--- config.mk ---
export PLATFORM = sky130hd
export DESIGN_NAME = vhalf_interp4x4
export DESIGN_NICKNAME = d
export VERILOG_FILES = /design/src/rtl/vhi_pkg.sv /design/src/rtl/vhi_rowbuf.sv /design/src/rtl/vhi_clip.sv /design/src/rtl/vhi_lane.sv /design/src/rtl/vhalf_interp4x4.sv
export SDC_FILE = /design/constraint.sdc
export NUM_CORES = 2
export LEC_CHECK = 0
export BUFFER_PORTS_ARGS = -buffer_cell sky130_fd_sc_hd__buf_2
export CAP_MARGIN = 20
export CORE_UTILIZATION = 35
export DETAILED_ROUTE_END_ITERATION = 6
export GPL_TIMING_DRIVEN = 0
export SLEW_MARGIN = 5
export SYNTH_ARGS = -nofsm -noshare
export SYNTH_HDL_FRONTEND = slang
export SYNTH_SLANG_ARGS = --single-unit
--- constraint.sdc ---
create_clock -name clk -period 9.85 [get_ports clk]
set_clock_uncertainty 0.05 [all_clocks]
set_input_delay 0.985 -clock clk [delete_from_list [all_inputs] [get_ports clk]]
set_output_delay 0.985 -clock clk [all_outputs]
set_load 0.02 [all_outputs]
--- src/rtl/vhi_pkg.sv ---
package vhi_pkg;

   // Width of a counter able to hold values 0..n
   function automatic int cnt_w(input int n);
      return (n < 2) ? 1 : $clog2(n + 1);
   endfunction

   // Width of an index over n entries, never zero
   function automatic int idx_w(input int n);
      return (n < 2) ? 1 : $clog2(n);
   endfunction

endpackage

--- src/rtl/vhi_rowbuf.sv ---
module vhi_rowbuf #(
   parameter int ROW_W = 32,
   parameter int ROWS  = 9,
   parameter int WIN   = 7,
   parameter int CW    = 4
) (
   input  logic                      clk,
   input  logic                      rst,
   input  logic                      wr_en,
   input  logic [CW-1:0]             wr_idx,
   input  logic [ROW_W-1:0]          wr_data,
   input  logic [CW-1:0]             rd_base,
   output logic [WIN-1:0][ROW_W-1:0] win
);

   logic [ROWS-1:0][ROW_W-1:0] mem_q;

   if (WIN > ROWS) begin : g_bad_win
      $error("vhi_rowbuf: window larger than storage");
   end

   for (genvar r = 0; r < ROWS; r++) begin : g_row
      always_ff @(posedge clk) begin
         if (rst) begin
            mem_q[r] <= '0;
         end else if (wr_en && (wr_idx == CW'(r))) begin
            mem_q[r] <= wr_data;
         end
      end
   end

   for (genvar i = 0; i < WIN; i++) begin : g_win
      logic [CW:0] rd_idx;
      assign rd_idx = {1'b0, rd_base} + (CW+1)'(i);
      always_comb begin
         win[i] = '0;
         for (int r = 0; r < ROWS; r++) begin
            if (rd_idx == (CW+1)'(r)) begin
               win[i] = mem_q[r];
            end
         end
      end
   end

endmodule

--- src/rtl/vhi_clip.sv ---
module vhi_clip #(
   parameter int PIX_W  = 8,
   parameter int ACC_W  = 16,
   parameter int SHIFT  = 5,
   parameter int OFFSET = 4064
) (
   input  logic [ACC_W-1:0] acc,
   output logic [PIX_W-1:0] pix
);

   localparam int SAT_W = PIX_W + SHIFT;
   localparam logic [ACC_W-1:0] OFF_V = ACC_W'(OFFSET);
   localparam logic [ACC_W-1:0] SAT_MAX = ACC_W'((1 << SAT_W) - 1);

   if (SAT_W > ACC_W) begin : g_bad_sat
      $error("vhi_clip: saturation width exceeds accumulator");
   end

   logic [ACC_W-1:0] unbiased;
   logic [ACC_W-1:0] saturated;
   logic [ACC_W-1:0] scaled;

   // unsigned subtract with a floor at zero
   assign unbiased  = (acc > OFF_V) ? (acc - OFF_V) : '0;
   // ceiling at SAT_W unsigned bits
   assign saturated = (unbiased > SAT_MAX) ? SAT_MAX : unbiased;
   assign scaled    = saturated >> SHIFT;
   assign pix       = PIX_W'(scaled);

endmodule

--- src/rtl/vhi_lane.sv ---
module vhi_lane #(
   parameter int PIX_W  = 8,
   parameter int ACC_W  = 16,
   parameter int SHIFT  = 5,
   parameter int BIAS   = 255,
   parameter bit BIASED = 1'b1
) (
   input  logic [PIX_W-1:0] t0,
   input  logic [PIX_W-1:0] t1,
   input  logic [PIX_W-1:0] t2,
   input  logic [PIX_W-1:0] t3,
   input  logic [PIX_W-1:0] t4,
   input  logic [PIX_W-1:0] t5,
   output logic [PIX_W-1:0] pix
);

   localparam int PMAX   = (1 << PIX_W) - 1;
   localparam int ROUND  = 1 << (SHIFT - 1);
   localparam int ACC_LO = 16 * BIAS - 10 * PMAX;
   localparam int ACC_HI = 16 * BIAS + 42 * PMAX;

   if (BIASED) begin : g_biased
      if (ACC_LO < 0 || ACC_HI >= (1 << ACC_W)) begin : g_bad_range
         $error("vhi_lane: bias or width does not keep sums in range");
      end

      logic [ACC_W-1:0] near_sum;   // bias + two inner taps
      logic [ACC_W-1:0] mid_sum;    // bias + two middle taps
      logic [ACC_W-1:0] far_sum;    // bias + two outer taps
      logic [ACC_W-1:0] diff4;
      logic [ACC_W-1:0] diff20;
      logic [ACC_W-1:0] acc;

      assign near_sum = ACC_W'(BIAS) + ACC_W'(t2) + ACC_W'(t3);
      assign mid_sum  = ACC_W'(BIAS) + ACC_W'(t1) + ACC_W'(t4);
      assign far_sum  = ACC_W'(BIAS) + ACC_W'(t0) + ACC_W'(t5);
      assign diff4    = (near_sum << 2) - mid_sum;
      assign diff20   = diff4 + (diff4 << 2);
      assign acc      = diff20 + far_sum;

      // the biased accumulator stays inside the window the bias promises
      always_comb begin
         p_acc_range_r1: assert (acc >= ACC_W'(ACC_LO) && acc <= ACC_W'(ACC_HI))
            else $error("biased accumulator left its range");
      end

      vhi_clip #(
         .PIX_W (PIX_W),
         .ACC_W (ACC_W),
         .SHIFT (SHIFT),
         .OFFSET(16 * BIAS - ROUND)
      ) u_clip (
         .acc(acc),
         .pix(pix)
      );
   end else begin : g_signed
      int raw;
      int scaled;
      always_comb begin
         raw = int'(t0) + int'(t5) + 20 * (int'(t2) + int'(t3))
             - 5 * (int'(t1) + int'(t4)) + ROUND;
         scaled = raw >>> SHIFT;
         if (scaled < 0) begin
            pix = '0;
         end else if (scaled > PMAX) begin
            pix = PIX_W'(PMAX);
         end else begin
            pix = PIX_W'(scaled);
         end
      end
   end

endmodule

--- src/rtl/vhalf_interp4x4.sv ---
module vhalf_interp4x4 #(
   parameter int PIX_W  = 8,
   parameter int LANES  = 4,
   parameter int OROWS  = 4,
   parameter int TAPS   = 6,
   parameter int RPS    = 2,
   parameter int BIAS   = 255,
   parameter int ACC_W  = 16,
   parameter int SHIFT  = 5,
   parameter bit BIASED = 1'b1
) (
   input  logic                     clk,
   input  logic                     rst,
   input  logic                     src_valid,
   output logic                     src_ready,
   input  logic [PIX_W*LANES-1:0]   src_row,
   output logic                     dst_valid,
   input  logic                     dst_ready,
   output logic [PIX_W*LANES-1:0]   dst_row
);
   import vhi_pkg::*;

   localparam int ROW_W = PIX_W * LANES;
   localparam int IROWS = OROWS + TAPS - 1;
   localparam int WIN   = RPS + TAPS - 1;
   localparam int STEPS = OROWS / RPS;
   localparam int CW    = cnt_w(IROWS);
   localparam int SLW   = idx_w(RPS);
   localparam int STW   = idx_w(STEPS);

   if (TAPS != 6) begin : g_bad_taps
      $error("vhalf_interp4x4: the filter has exactly six taps");
   end
   if (OROWS % RPS != 0) begin : g_bad_step
      $error("vhalf_interp4x4: output rows must split evenly into steps");
   end
   if (SHIFT < 1) begin : g_bad_shift
      $error("vhalf_interp4x4: shift must be at least one");
   end

   logic [CW-1:0]              wr_cnt_q;
   logic [STW-1:0]             step_q;
   logic [SLW-1:0]             sel_q;
   logic                       held_q;
   logic [RPS-1:0][ROW_W-1:0]  hold_q;
   logic [RPS-1:0][ROW_W-1:0]  calc;
   logic [WIN-1:0][ROW_W-1:0]  win;
   logic [CW-1:0]              rd_base;
   logic [CW-1:0]              need_cnt;
   logic                       load;
   logic                       src_fire;
   logic                       dst_fire;
   logic                       last_in_step;
   logic                       last_step;

   assign src_ready    = (wr_cnt_q < CW'(IROWS));
   assign src_fire     = src_valid && src_ready;
   assign dst_valid    = held_q;
   assign dst_fire     = held_q && dst_ready;
   assign dst_row      = hold_q[sel_q];
   assign rd_base      = CW'(int'(step_q) * RPS);
   assign need_cnt     = CW'((int'(step_q) + 1) * RPS + TAPS - 1);
   assign load         = !held_q && (wr_cnt_q >= need_cnt);
   assign last_in_step = (sel_q == SLW'(RPS - 1));
   assign last_step    = (step_q == STW'(STEPS - 1));

   vhi_rowbuf #(
      .ROW_W(ROW_W),
      .ROWS (IROWS),
      .WIN  (WIN),
      .CW   (CW)
   ) u_rowbuf (
      .clk    (clk),
      .rst    (rst),
      .wr_en  (src_fire),
      .wr_idx (wr_cnt_q),
      .wr_data(src_row),
      .rd_base(rd_base),
      .win    (win)
   );

   for (genvar r = 0; r < RPS; r++) begin : g_out
      for (genvar l = 0; l < LANES; l++) begin : g_lane
         vhi_lane #(
            .PIX_W (PIX_W),
            .ACC_W (ACC_W),
            .SHIFT (SHIFT),
            .BIAS  (BIAS),
            .BIASED(BIASED)
         ) u_lane (
            .t0 (win[r + 0][l*PIX_W +: PIX_W]),
            .t1 (win[r + 1][l*PIX_W +: PIX_W]),
            .t2 (win[r + 2][l*PIX_W +: PIX_W]),
            .t3 (win[r + 3][l*PIX_W +: PIX_W]),
            .t4 (win[r + 4][l*PIX_W +: PIX_W]),
            .t5 (win[r + 5][l*PIX_W +: PIX_W]),
            .pix(calc[r][l*PIX_W +: PIX_W])
         );
      end
   end

   always_ff @(posedge clk) begin
      if (rst) begin
         wr_cnt_q <= '0;
         step_q   <= '0;
         sel_q    <= '0;
         held_q   <= 1'b0;
         hold_q   <= '0;
      end else begin
         if (src_fire) begin
            wr_cnt_q <= wr_cnt_q + CW'(1);
         end
         if (load) begin
            held_q <= 1'b1;
            hold_q <= calc;
         end
         if (dst_fire) begin
            if (last_in_step) begin
               held_q <= 1'b0;
               sel_q  <= '0;
               if (last_step) begin
                  step_q   <= '0;
                  wr_cnt_q <= '0;
               end else begin
                  step_q <= step_q + STW'(1);
               end
            end else begin
               sel_q <= sel_q + SLW'(1);
            end
         end
      end
   end

   // no output is offered before the first step's rows are stored
   p_window_r3: assert property (@(posedge clk) disable iff (rst)
      dst_valid |-> (wr_cnt_q >= CW'(WIN)));

   // one idle cycle between the seventh accepted row and the first output
   p_latency_r4: assert property (@(posedge clk) disable iff (rst)
      (src_fire && wr_cnt_q == CW'(WIN - 1) && step_q == '0 && !held_q)
      |-> ##2 dst_valid);

   // accepting the last source row closes the input side
   p_full_stall_r5: assert property (@(posedge clk) disable iff (rst)
      (src_fire && wr_cnt_q == CW'(IROWS - 1)) |=> !src_ready);

   // a stalled output holds still
   p_hold_r6: assert property (@(posedge clk) disable iff (rst)
      (dst_valid && !dst_ready) |=> (dst_valid && $stable(dst_row)));

   // taking the last output row returns the block to idle
   p_done_r7: assert property (@(posedge clk) disable iff (rst)
      (dst_fire && last_in_step && last_step) |=> (!dst_valid && src_ready));

   // leaving reset finds an empty, ready block
   p_reset_r8: assert property (@(posedge clk) disable iff (rst)
      $fell(rst) |-> (src_ready && !dst_valid));

endmodule

-- After elaboration in Yosys (flattened, before gate mapping)
Index checks and enable logic that the tools add are counted.
- $add $sub $neg: 84
- multiply operators: 0
- div/mod/pow operators: 0
- magnitude comparators: 19
- equal/unequal tests: 56
- shift-type cells: 0
- multiplexer cells: 83
- bitwise operators: 0
- reduce and logical (&&, ||, !) cells: 22
- operators with widths (kind ; number):
    2-to-1 mux 32 bit ; 58
    adder 16 bit ; 16
    adder 16 x 8 -> 16 bit ; 16
    adder 8 x 8 -> 9 bit, first input constant ; 16
    greater-than comparator 16 x 12 -> 1 bit, second input constant ; 8
    greater-than comparator 16 x 13 -> 1 bit, second input constant ; 8
    2-to-1 mux 16 bit ; 8
    subtractor 16 x 12 -> 16 bit, second input constant ; 8
    subtractor 16 bit ; 8
    == test 5 x 3 -> 1 bit, second input constant ; 24
    adder 14 x 8 -> 14 bit ; 8
    2-to-1 mux 13 bit ; 8
    == test 5 x 2 -> 1 bit, second input constant ; 12
    zero test 5 bit ; 7
    == test 5 x 1 -> 1 bit, second input constant ; 6
    == test 5 x 4 -> 1 bit, second input constant ; 6
    == test 4 x 3 -> 1 bit, second input constant ; 4
    2-to-1 mux 4 bit ; 4
    adder 2 x 3 -> 4 bit, second input constant ; 3
    logical AND 1 bit ; 12
    == test 4 x 2 -> 1 bit, second input constant ; 2
    adder 2 x 2 -> 3 bit, second input constant ; 2
    2-to-1 mux 1 bit ; 5
    adder 3 x 3 -> 4 bit, second input constant ; 1
    13 further kinds ; 14
- register bits after elaboration: 359
- bits in latches: 0
- bits in writable memories: 0
- memory bits (read-only): 0
- input port bits: 36
- output and inout bits: 34
- logic and storage cells: 279
- memories: 0

-- Logic depth before layout (Yosys ltp)
- word-level depth: 20
- depth in mapped cells: 39
- mapped depth without buffers: 30

-- By module
A second synthesis with hierarchy kept.
- cells, all modules: 6980
- area total of the unflattened synthesis: 50539.7 µm²
- by module, submodules not included (module ; instances ; cells each ; area an instance (µm²) ; sequential area each (µm²)):
    vhi_rowbuf ; 1 ; 3754 ; 24896.4 ; 5765.5
    vhi_lane at g_out[1].g_lane[0].u_lane ... ; 3 ; 318 ; 2552.4 ; 0.0
    vhi_lane at g_out[0].g_lane[2].u_lane ... ; 2 ; 323 ; 2578.7 ; 0.0
    vhalf_interp4x4 ; 1 ; 357 ; 3059.2 ; 1421.4
    vhi_lane at g_out[0].g_lane[0].u_lane ; 1 ; 327 ; 2578.7 ; 0.0
    vhi_lane at g_out[1].g_lane[3].u_lane ; 1 ; 310 ; 2541.2 ; 0.0
    vhi_lane at g_out[0].g_lane[1].u_lane ; 1 ; 312 ; 2497.4 ; 0.0
    vhi_clip ; 8 ; 40 ; 269.0 ; 0.0

-- Worst setup path after synthesis
No wires, ideal clock.
- path kind: register to register
- from: register step_q (netlist: last_step)
- to: register hold_q[48] (netlist bit)
- arrival: 8274 ps
- slack: 1406 ps
- stages on the path, launching flop included: 38
- buffers on the path: 9
- period minus slack after synthesis: 8444 ps
- cell sequence: dfxtp_1 -> buf_2 -> buf_2 -> buf_2 -> buf_2 -> buf_2 -> buf_2 -> buf_2 -> buf_2 -> mux2i_1 -> inv_1 -> ha_1 -> inv_1 -> fa_1 -> fa_1 -> inv_1 -> ha_1 -> a21o_1 -> [2 not listed] -> a21oi_1 -> nor2b_1 -> o21ai_0 -> a21boi_0 -> nor3_1 -> xor2_1 -> ha_1 -> ha_1 -> ha_1 -> nand2_1 -> nor3_1 -> a211oi_2 -> xor2_1 -> or3b_1 -> a211o_1 -> and3_1 -> buf_6 -> a211o_1
- word-level cells in the longest chain between the ends: 20
- elaborated cells on any way between the ends: 133
- classes of those cells: add/sub (19); order compare (3); eq/ne (48); mux (56); reduce/logical (7)
- RTL lines (element ; RTL line ; text):
    start: declaration ; vhalf_interp4x4.sv:42 ; logic [STW-1:0] step_q;
    start signal: assignment ; vhalf_interp4x4.sv:125 ; step_q <= step_q + STW'(1);
    adder 2 x 2 -> 3 bit ; vhi_rowbuf.sv:34 ; assign rd_idx = {1'b0, rd_base} + (CW+1)'(i);
    zero test 5 bit ; vhi_rowbuf.sv:38 ; if (rd_idx == (CW+1)'(r)) begin
    2-to-1 mux 32 bit (9 in series) ; vhi_rowbuf.sv:38 ;
    adder 8 x 8 -> 9 bit, on equally long branches ; vhi_lane.sv:35, vhi_lane.sv:34 ;
    adder 16 x 8 -> 16 bit or adder 14 x 8 -> 14 bit (tied branches) ; vhi_lane.sv:35, vhi_lane.sv:34 ;
    subtractor 16 bit ; vhi_lane.sv:37 ; assign diff4 = (near_sum << 2) - mid_sum;
    adder 16 bit ; vhi_lane.sv:38 ; assign diff20 = diff4 + (diff4 << 2);
    adder 16 bit ; vhi_lane.sv:39 ; assign acc = diff20 + far_sum;
    subtractor 16 x 12 -> 16 bit or greater-than comparator 16 x 12 -> 1 bit (tied branches) ; vhi_clip.sv:24 ; assign unbiased = (acc > OFF_V) ? (acc - OFF_V) : '0;
    2-to-1 mux 16 bit ; vhi_clip.sv:24 ;
    greater-than comparator 16 x 13 -> 1 bit ; vhi_clip.sv:26 ; assign saturated = (unbiased > SAT_MAX) ? SAT_MAX : unbiased;
    2-to-1 mux 13 bit ; vhi_clip.sv:26 ;
    end signal: assignment ; vhalf_interp4x4.sv:115 ; hold_q <= calc;
    end: declaration ; vhalf_interp4x4.sv:45 ; logic [RPS-1:0][ROW_W-1:0] hold_q;
Parallel ways exist; a longest one is shown, timed or not.
A chain may end at the register's enable or synchronous reset.

-- Worst setup path after layout
- from: register step_q (netlist: last_step)
- to: register hold_q[33] (netlist bit)
The elaborated chain is that of the path after synthesis.

==> metrics.cfg <==
[finish]
multi_input_area_sq_mm=0.0269
fill_cells=10447
nets=5168
register_area_sq_mm=0.00719
area_growth_pct=9.66
drive_above_1_share_pct=7.16

[clock_network]
cts_setup_buffers=0
numClockSinks=359
cts-resized-gates=19
h-tree-depth=2
clkTransAtPathRegs_ns=0.06
clk_latency_ns=0.62
clk_path_buf_depth=3
clock-root-buffer=clkbuf_16
cts_made_buffers=43
cts_tree=yes
holdBufCountCts=0

[floorplan]
die-area_sq_mm=0.105
placementRows=117
die_w_microns=324
initial_core_util_pct=35.5
die-height_microns=324
core_area_sq_mm=0.102
ioPinCount=70

[logic_synthesis]
syn_avg_cell_area_sq_um=8.15
synth.most_common_cell=nand2_1
synth_async_sr_flop_share_pct=0
synth_area_leaders=dfxtp_1 20%, ha_1 14%, fa_1 10%
netlist_area_sq_mm=0.0363
synth.net_count=5090
synth.distinct_cells=101
synth_edf_count=0
netlist_top_cells_count=692 x nand2_1, 491 x a21oi_1, 410 x ha_1, 402 x inv_1, 359 x dfxtp_1
synth-seq-cells=359
synth_top_area_share_pct=19.8
syn-instance-count=4458
synth_seq_area_share_pct=19.8
synth.largest_area_cell=dfxtp_1
ys_warn_count=0
synth-main-ff-cell=dfxtp_1

[placed_design]
gp_congestion=0.931
placement.io_buffers=36
hpwl_microns=93700

[grt]
grt_pass1_wl_microns=180000
grt_pass1_vias=30495
antenna_found_initial=11
grt.overflow.total=0
grtUsageTotal_pct=22.3
grt_max_degree=20

[min_path]
hold_class=flop to flop

[route]
drt_first_pass_iters=6
drt-initial-drc-count=2426
vias_per_cell=5.39
ant_nets=0
drt-total-wl_microns=118000
remaining_drc_errors=0
wire_per_inst_microns=19.9
vias=31985

[worst_setup_path]
worstSetupStartpointType=flop
crit_path_end_kind=flop
required_ns=10.26
arrival_ns=9.83
cp_num_buf_inv=10
slowest_stage=fa_1
cp_max_fo=19
crit_family=adder cells
critical_path_class=flop to flop
max_stage_delay_ns=0.51

[timing]
tns_ns=0
finalCriticalPeriod_ns=9.42
slew_headroom_pct=18.0
setup_viol=0
drv_slew=0
max_freq_mhz=106
tightest_slew_ns=1.23
rsz0062_at_grt=no
timing.final.crit_share_pct=95.7
finalHoldViolCount=0

[run_status]
status=complete, no violations

[flow_run]
drv_cap=0

[layer usage]
layer	GRT usage, %	up-vias	routed length (microns)
met5	0	-	98
met4	7.46	16	4090
met3	3.69	216	8250
met2	36.2	1010	53300
met1	29.9	15240	52500
li1	-	15503	-
[final timing paths]
check	from	to	slack [ns]	cells past startpoint
min reg2reg	hold_q[55]$_SDFFE_PP0P_	hold_q[55]$_SDFFE_PP0P_	0.38	2
min	hold_q[55]$_SDFFE_PP0P_	hold_q[55]$_SDFFE_PP0P_	0.38	2
max	last_step$_SDFFE_PP0P_	hold_q[33]$_SDFFE_PP0P_	0.43	31
max reg2reg	last_step$_SDFFE_PP0P_	hold_q[33]$_SDFFE_PP0P_	0.43	31
[cells in the final DEF, fill, tap and decap left out, types with 23 or more instances in the layout]
cell type / synthesis / final
nand2_1: 692 / 692
a21oi_1: 491 / 491
ha_1: 410 / 410
inv_1: 402 / 402
dfxtp_1: 359 / 359
xnor2_1: 249 / 248
fa_1: 186 / 186
nor2_1: 174 / 174
clkbuf_1: 152 / 156
nor3_1: 154 / 151
mux2i_1: 145 / 143
mux2_2: 113 / 113
xor2_1: 94 / 93
o21ai_0: 86 / 86
a21o_1: 76 / 76
o21bai_1: 72 / 72
nand3_1: 58 / 58
buf_2: 31 / 52
clkbuf_16: 0 / 43
o21a_1: 37 / 37
a211oi_1: 33 / 33
nor2b_1: 32 / 32
and3_1: 31 / 31
a31oi_1: 27 / 27
or2_2: 25 / 25
or3_1: 24 / 24
o21ai_1: 23 / 23
[worst register-to-register path, delay by kind of cell, from the launching register on]
| family | cells | cell delay [ns] |
|---|---|---|
| simple gates | 2 | 0.49 |
| xor+xnor | 1 | 0.23 |
| flops | 1 | 0.38 |
| buf+inv | 10 | 2.38 |
| fa+ha+maj | 7 | 2.85 |
| compound gates | 10 | 2.47 |
| mux | 1 | 0.41 |
[stage by stage]
| step | std cells | util, % | setup WS, ns | cell area (sq um) | hold WS (ns) |
|---|---|---|---|---|---|
| 3_5_place_dp | 5864 | 37.4 | -1.48 | 38200 | 0.375 |
| 4_1_cts | 5936 | 38.9 | 0.00236 | 39800 | 0.384 |
| 3_3_place_gp | 5862 | 37.3 | -1.42 | 38200 | 0.374 |
| 5_1_grt | 5935 | 38.9 | 0.0594 | 39800 | 0.418 |
| 2_1_floorplan | 4458 | - | 1.41 | 36300 | 0.360 |
| 6_report | 5936 | 38.9 | 0.427 | 39800 | 0.381 |
[cell type report]
class / instances / share of cell area [%]
well taps: 1368 / 4.30
inverters: 403 / 3.80
clock buffers: 62 / 3.08
flip-flops and latches: 359 / 18.0
diodes: 2 / 0.0126
clock inverters: 13 / 0.600
multi-input cells: 3507 / 67.6
plain buffers: 184 / 2.06
repair buffers: 38 / 0.509
[flip-flops by register name (all words and copies together), names as in the netlist]
signal and cells:
u_rowbuf.mem_q 288, hold_q 64, wr_cnt_q 4, dst_valid 1, last_in_step 1, last_step 1
[cells by family (layout without fill, tap and decap cells)]
| family | count (synthesis) | count (layout) | share of synthesized area, % |
|---|---|---|---|
| adder cells (fa/ha/maj) | 596 | 596 | 24.4 |
| multiplexers | 258 | 258 | 7.50 |
| XOR/XNOR | 345 | 345 | 8.36 |
| AND/OR/NAND/NOR | 1293 | 1293 | 15.9 |
| flip-flops | 359 | 359 | 19.8 |
| buffers and inverters | 592 | 700 | 6.26 |
| other | 0 | 2 | 0 |
| AO/OA/AOI/OAI | 1015 | 1015 | 17.8 |
Power is left out: the tool's default activity adds up to more than one toggle a clock period on the data nets, which glitch-free logic cannot reach.
